<file path="src/rtl/gpart_pkg.sv">
package gpart_pkg;
   typedef enum logic [0:0] {
      GP_IDLE = 1'b0,
      GP_RUN  = 1'b1
   } gp_state_e;

   localparam int GP_NPROC = 2;

   function automatic int gp_cnt_bits(input int n);
      return $clog2(n + 1);
   endfunction
endpackage

</file>
<file path="src/rtl/gpart_tally.sv">
module gpart_tally #(
   parameter int CNTW  = 7,
   parameter int LIMIT = 64
) (
   input  logic            clk,
   input  logic            rst_n,
   input  logic            clear,
   input  logic            bump,
   output logic [CNTW-1:0] cnt,
   output logic            room
);
   localparam logic [CNTW-1:0] LIM = CNTW'(LIMIT);

   always_ff @(posedge clk) begin
      if (!rst_n)     cnt <= '0;
      else if (clear) cnt <= '0;
      else if (bump)  cnt <= cnt + 1'b1;
   end

   assign room = (cnt < LIM);

   // a process with an exhausted table is never granted
   p_no_grant_full_r5: assert property (@(posedge clk) disable iff (!rst_n)
      bump |-> room);
   // count never passes the depth
   p_no_overflow_r6: assert property (@(posedge clk) disable iff (!rst_n)
      cnt <= LIM);
endmodule

</file>
<file path="src/rtl/gpart_chooser.sv">
module gpart_chooser #(
   parameter int GAIN_W = 16
) (
   input  logic [GAIN_W-1:0] a_gain,
   input  logic [GAIN_W-1:0] b_gain,
   input  logic              a_room,
   input  logic              b_room,
   output logic              pick_b
);
   // ties favour A; an exhausted side never wins
   always_comb begin
      if (!b_room)      pick_b = 1'b0;
      else if (!a_room) pick_b = 1'b1;
      else              pick_b = (b_gain > a_gain);
   end
endmodule

</file>
<file path="src/rtl/gpart_seq.sv">
module gpart_seq
   import gpart_pkg::*;
#(
   parameter int CAPACITY = 64,
   parameter int CNTW     = 7
) (
   input  logic clk,
   input  logic rst_n,
   input  logic start,
   output logic busy,
   output logic clear,
   output logic done
);
   localparam logic [CNTW-1:0] LAST = CNTW'(CAPACITY - 1);

   gp_state_e       state;
   logic [CNTW-1:0] step;

   assign busy  = (state == GP_RUN);
   assign clear = (state == GP_IDLE) && start;

   always_ff @(posedge clk) begin
      if (!rst_n) begin
         state <= GP_IDLE;
         step  <= '0;
         done  <= 1'b0;
      end else begin
         done <= 1'b0;
         case (state)
            GP_IDLE: begin
               if (start) begin
                  state <= GP_RUN;
                  step  <= '0;
               end
            end
            GP_RUN: begin
               step <= step + 1'b1;
               if (step == LAST) begin
                  state <= GP_IDLE;
                  done  <= 1'b1;
               end
            end
            default: state <= GP_IDLE;
         endcase
      end
   end

   // done is a single-cycle pulse
   p_done_pulse_r7: assert property (@(posedge clk) disable iff (!rst_n)
      done |=> !done);
   // a start pulse never cuts a run short
   p_run_holds_r9: assert property (@(posedge clk) disable iff (!rst_n)
      busy && (step != LAST) |=> busy);
   // a run ends on the last step
   p_run_ends_r2: assert property (@(posedge clk) disable iff (!rst_n)
      busy && (step == LAST) |=> !busy && done);
endmodule

</file>
<file path="src/rtl/greedy_partitioner.sv">
module greedy_partitioner
   import gpart_pkg::*;
#(
   parameter int   GAIN_W   = 16,
   parameter int   CAPACITY = 64,
   parameter int   DEPTH_A  = 64,
   parameter int   DEPTH_B  = 64,
   localparam int  CNTW     = gp_cnt_bits(CAPACITY)
) (
   input  logic              clk,
   input  logic              rst_n,
   input  logic              start,
   output logic [CNTW-1:0]   a_idx,
   input  logic [GAIN_W-1:0] a_gain,
   output logic [CNTW-1:0]   b_idx,
   input  logic [GAIN_W-1:0] b_gain,
   output logic              busy,
   output logic              grant_to_b,
   output logic              done,
   output logic [CNTW-1:0]   cnt_a,
   output logic [CNTW-1:0]   cnt_b
);
   if (CAPACITY < 1)                        $error("CAPACITY must be at least 1");
   if (GAIN_W < 1)                          $error("GAIN_W must be at least 1");
   if (DEPTH_A < 1 || DEPTH_A > CAPACITY)   $error("DEPTH_A out of range");
   if (DEPTH_B < 1 || DEPTH_B > CAPACITY)   $error("DEPTH_B out of range");
   if (DEPTH_A + DEPTH_B < CAPACITY)        $error("tables cannot fill the cache");

   logic            clear;
   logic            pick_b;
   logic [GP_NPROC-1:0] bump;
   logic [GP_NPROC-1:0] room;
   logic [CNTW-1:0] cnt [GP_NPROC];

   gpart_seq #(.CAPACITY(CAPACITY), .CNTW(CNTW)) u_seq (
      .clk   (clk),
      .rst_n (rst_n),
      .start (start),
      .busy  (busy),
      .clear (clear),
      .done  (done)
   );

   gpart_chooser #(.GAIN_W(GAIN_W)) u_pick (
      .a_gain (a_gain),
      .b_gain (b_gain),
      .a_room (room[0]),
      .b_room (room[1]),
      .pick_b (pick_b)
   );

   assign bump[0] = busy && !pick_b;
   assign bump[1] = busy &&  pick_b;

   for (genvar gi = 0; gi < GP_NPROC; gi++) begin : g_proc
      gpart_tally #(
         .CNTW  (CNTW),
         .LIMIT ((gi == 0) ? DEPTH_A : DEPTH_B)
      ) u_tally (
         .clk   (clk),
         .rst_n (rst_n),
         .clear (clear),
         .bump  (bump[gi]),
         .cnt   (cnt[gi]),
         .room  (room[gi])
      );
   end

   assign cnt_a      = cnt[0];
   assign cnt_b      = cnt[1];
   assign a_idx      = cnt[0];
   assign b_idx      = cnt[1];
   assign grant_to_b = busy && pick_b;

   logic [CNTW:0] total;
   assign total = {1'b0, cnt_a} + {1'b0, cnt_b};

   // every busy cycle adds exactly one block
   p_one_block_r2: assert property (@(posedge clk) disable iff (!rst_n)
      busy |=> total == $past(total) + 1'b1);
   // the whole capacity is handed out at done
   p_full_at_done_r6: assert property (@(posedge clk) disable iff (!rst_n)
      done |-> total == (CNTW+1)'(CAPACITY));
   // counts hold while idle without start
   p_hold_idle_r8: assert property (@(posedge clk) disable iff (!rst_n)
      !busy && !start |=> $stable(cnt_a) && $stable(cnt_b));
   // exhausted A hands the block to B
   p_spill_r5: assert property (@(posedge clk) disable iff (!rst_n)
      busy && !room[0] |-> grant_to_b);
endmodule

</file>
<file path="config.mk">
export PLATFORM = sky130hd
export DESIGN_NAME = greedy_partitioner
export DESIGN_NICKNAME = d
export VERILOG_FILES = /design/src/rtl/gpart_pkg.sv /design/src/rtl/gpart_tally.sv /design/src/rtl/gpart_chooser.sv /design/src/rtl/gpart_seq.sv /design/src/rtl/greedy_partitioner.sv
export SDC_FILE = /design/constraint.sdc
export NUM_CORES = 1
export LEC_CHECK = 0
export BUFFER_PORTS_ARGS = -buffer_cell sky130_fd_sc_hd__buf_2
export CELL_PAD_IN_SITES_DETAIL_PLACEMENT = 0
export CELL_PAD_IN_SITES_GLOBAL_PLACEMENT = 1
export CORE_ASPECT_RATIO = 0.5
export CORE_UTILIZATION = 36
export CTS_CLUSTER_SIZE = 8
export DETAILED_ROUTE_END_ITERATION = 12
export PLACE_DENSITY_LB_ADDON = 0.05
export REMOVE_ABC_BUFFERS = 1
export SYNTH_ARGS = -nofsm -noshare
export SYNTH_HDL_FRONTEND = slang
export SYNTH_SLANG_ARGS = --single-unit
</file>
<file path="constraint.sdc">
create_clock -name clk -period 7.6 [get_ports clk]
set_clock_uncertainty 0.1 [all_clocks]
set_input_delay 1.14 -clock clk [delete_from_list [all_inputs] [get_ports clk]]
set_output_delay 1.14 -clock clk [all_outputs]
set_load 0.02 [all_outputs]
</file>
Word level (Yosys, flattened, before mapping)
Cells that the tools add are included.

Register bits: 23. Input port bits: 35. Output and inout port bits: 31. Logic and storage cells: 29.

Add/sub/neg operators: 3. Magnitude comparators: 3. Equality and inequality tests: 2. Muxes and demuxes: 8. Bitwise gates (word level): 2. Reduce and logical (&&, ||, !) cells: 6.

Operators by type and width (number): 7-bit by 1-bit adder with 7-bit output, second input constant (3); 16-bit > comparator (1); 7-bit < comparator, second input constant (2); 7-bit case mux with 2 select lines (1); 7-bit by 6-bit equality test with 1-bit output, second input constant (1); 7-bit two-way mux (1); 1-bit two-way mux (5); 1-bit logical AND (3); 2-bit != test, second input constant (1); 1-bit inverter (2); 1-bit case mux with 2 select lines (1); 2-bit AND reduction (1); 2-bit OR reduction (1); 1-bit zero test (1).

Depth between registers and ports, before layout
Depth in word-level cells: 5. Depth in mapped cells: 10. Depth with buffers taken out: 9.

Modules after synthesis
Synthesis repeated with hierarchy kept, for this count alone.

Cells, all modules: 179. Area, all modules: 1541.5 um^2.

Modules (own cells, without submodules): gpart_tally (instances 2, cells an instance 33, area an instance 302.8 um^2, seq. area each 140.1 um^2); gpart_chooser (instances 1, cells an instance 58, area an instance 420.4 um^2, seq. area each 0.0 um^2); gpart_seq (instances 1, cells an instance 39, area an instance 394.1 um^2, seq. area each 180.2 um^2); greedy_partitioner (instances 1, cells an instance 16, area an instance 121.4 um^2, seq. area each 0.0 um^2).

Worst setup path after synthesis
No wires, ideal clock.

Path kind: input-to-output. Start point: in a_gain[7]. End point: out grant_to_b. Arrival: 2.814 ns. Data required time: 6.360 ns. Path slack: 3.546 ns. Cell stages on the path: 9. Buffers on the path: 1. Cell sequence: inv_1 ha_1 a21oi_2 o21ai_1 a211o_1 or4_1 buf_6 nand3_4 inv_1.

Word-level cells in the longest chain between the ends: 4.

Ends and longest elaborated chain: start, declared (RTL line greedy_partitioner.sv:14) `input logic [GAIN_W-1:0] a_gain,`; 16-bit > comparator (RTL line gpart_chooser.sv:14) `else pick_b = (b_gain > a_gain);`; 1-bit two-way mux (RTL line gpart_chooser.sv:13) `else if (!a_room) pick_b = 1'b1;`; 1-bit two-way mux (RTL line gpart_chooser.sv:12) `if (!b_room) pick_b = 1'b0;`; 1-bit logical AND (RTL line greedy_partitioner.sv:73) `assign grant_to_b = busy && pick_b;`; end, declared (RTL line greedy_partitioner.sv:18) `output logic grant_to_b,`.

Every way passes these cells.

Final worst setup path
Same ends and word-level chain as after synthesis.

==> reports/results.tsv <==
stage	metric	value	unit
sta	Worst Max-Slew Pin Slew	590.7	ps
min_path	Min-Delay Path Depth	1	
die	IO Count	66	
drt	routed vias/inst	4.612	
cts	clock-pin slew on the worst setup and hold paths	80	ps
cts	root buffer cell	clkbuf_8	
global_routing	global-route wire length before repair	5037	um
sta	fin crit share	58.00	%
drt	DRC viols	0	
setup_path	R2R Path End	g_proc[0].u_tally.cnt[3]	
global_routing	vias in the first global route	1202	
logic_synthesis	YS warnings	0	
layout	layout overhead on the synthesized area	19.68	%
die	Core Area	4024	um^2
logic_synthesis	post-synthesis register bit count	23	
setup_path	critical setup path kind	input port to output pin	
layout	nets@finish	292	
setup_path	FF-to-FF setup slack	5470	ps
place	RePlAce Congestion	0.6612	
drt	Post-Route WL	3058	um
global_routing	initial antenna violation count	0	
logic_synthesis	average cell area after synthesis	8.454	um^2
logic_synthesis	cells after synthesis	185	
cts	clock buffer count from CTS	3	
layout	Final Cell Area	1872	um^2
logic_synthesis	most area-hungry cell type in the Yosys netlist	dfxtp_1	
power_and_ir_drop	PwrDens	129.7	nW/um^2
drt	post-DR wirelength/cell	10.51	um
die	row cnt	16	
cts	TritonCTS Sinks	23	
power_and_ir_drop	Lkg Pwr	0.9576	nW
logic_synthesis	top-area cell type share of the netlist area	29.44	%
job	Max Cap Violations	0	
logic_synthesis	Post-synth EDFFs	0	
sta	Tmin final	4408	ps
layout	fraction of layout cells with a size suffix above 1	32.07	%
cts	Resized Gates After CTS	0	
setup_path	reg2reg start	g_proc[0].u_tally.cnt[6]	
min_path	WHS Endpoint	u_seq.done	
place	PortBufs	65	
place	Cell Area, Placed	1826	um^2
die	Starting Density	38.87	%
setup_path	CP arrival	3170	ps
drt	Final ANT Viol Nets	0	
sta	Slew headroom	60.52	%
min_path	Hold Path Class	flop to flop	
power_and_ir_drop	worst vdd ir	0.1061	mV
drt	DRT iter0 DRCs	32	
drt	via count	1342	
cts	hold buffers post-CTS	0	
setup_path	critical path required time	6360	ps
logic_synthesis	count leader, synth	dfxtp_1	
sta	fmax	226.8	MHz
cts	CTS H-tree depth	1	
global_routing	grt ovf	0	
sta	Hold Fails Final Rpt	0	
cts	clock latency on the worst-skew pair	260	ps
sta	max-slew violation total from the final report	0	
logic_synthesis	Netlist cell types	39	
cts	Clock Path Buffers	2	
die	die span in y	48.61	um
place	placed wire-length estimate	2474	um
global_routing	largest net degree at the start of global routing	18	
sta	setup tns final	0	ps
sta	RSZ-0062 raised after global routing	false	
setup_path	Critical Path Start Type	input port	
global_routing	gr usage total	13.56	%
sta	# setup viols final	0	
logic_synthesis	Syn Std Cell Area	1564	um^2
cts	post-CTS setup buffers	0	
status	outcome	completed	
layout	Fillers	406	
die	Die W	95.22	um
logic_synthesis	Main synth FF type	dfxtp_1	
drt	First-pass DRT Iterations	6	
logic_synthesis	dominant cells by area after synthesis	dfxtp_1 (29%), ha_1 (15%), buf_4 (6.7%)	
setup_path	Reg2Reg Depth	5	
layout	antenna cells	0	
cts	TritonCTS clock tree	built	
logic_synthesis	register area share after synthesis	29.44	%
setup_path	crit path capture type	output pin	
logic_synthesis	Post-synth top cells	dfxtp_1 (23), inv_1 (21), ha_1 (19)	
logic_synthesis	ys async rst share	0	%
min_path	HP Start	u_seq.step[6]	
setup_path	Max FO, Critical Path	8	
die	Die Area	4628	um^2
==> area by class of cell <==
cell class	instances	area [um^2]	area share, %
clock buffer	3	41.29	2.206
sequential	23	460.4	24.60
tap	54	67.56	3.610
clock inverter	1	5.005	0.2674
multi-input combinational	124	893.4	47.73
timing repair buffer	65	325.3	17.38
inverter	21	78.83	4.211
==> layout by cell type, fill, tap and decap left out, types with 5 or more instances in the layout <==
master   instances
nor2_1          11
nand2_1         10
ha_1            19
o21ai_0          5
inv_1           21
buf_2           65
dfxtp_1         23
nand4_1          9
nand3_1          9
a21oi_1         15
==> registers in the layout (all words and copies together) (netlist names) <==
| signal | cells |
|---|---|
| g_proc.u_tally.cnt | 14 |
| u_seq.busy | 1 |
| u_seq.done | 1 |
| u_seq.step | 7 |
==> report_power, final <==
group	internal, W	switching, W
Sequential	0.000122	0.00000307
Combinational	0.0000205	0.0000233
Clock	0.0000365	0.0000374
==> critical path: stages <==
cell and delay (ps):
buf_2 70, inv_1 30, ha_1 320, a21oi_2 140
o21ai_1 80, a211o_1 280, or4_1 710, nand3_4 200
inv_1 50, buf_2 150
==> cells by family (layout without fill, tap and decap cells) <==
| family | after synthesis | after routing | synth area share [%] |
|---|---|---|---|
| AOI/OAI and AO/OA | 35 | 35 | 15.36 |
| xor gates and xnor gates | 7 | 7 | 3.920 |
| adders and majority gates | 19 | 19 | 15.20 |
| buffers and inverters | 38 | 90 | 13.44 |
| DFF | 23 | 23 | 29.44 |
| muxes | 1 | 1 | 0.6400 |
| and+or+nand+nor | 62 | 62 | 22.00 |
==> worst max-delay path by stage <==
| stage | from | end |
|---|---|---|
| after floorplan | a_gain[7] | grant_to_b |
| after global placement | a_gain[7] | grant_to_b |
| after detailed placement | a_gain[7] | grant_to_b |
| after CTS | a_gain[7] | grant_to_b |
| after global routing | a_gain[14] | grant_to_b |
| final | a_gain[7] | grant_to_b |
==> stage by stage <==
step	setup WS, ps	instances	utilization, %	hold slack [ps]	power [W]
6_report	3192	291	46.52	370.0	0.0002429
5_1_grt	3062	291	46.52	396.3	0.0002606
4_1_cts	3177	291	46.52	367.8	0.0002479
3_5_place_dp	3181	287	45.37	350.4	0.0001726
3_3_place_gp	3199	287	45.37	352.0	0.0001719
2_1_floorplan	3446	168	-	332.8	0.0001551
==> metal layers <==
metal | vias to the layer above | track usage, % | wire (um)
met3 | 2 | 3.931 | 221
met5 | - | 0 | 0
met4 | 0 | 1.515 | 8
li1 | 728 | - | -
met1 | 577 | 17.11 | 1524
met2 | 35 | 23.45 | 1303
(Power assumes the default switching activity.)
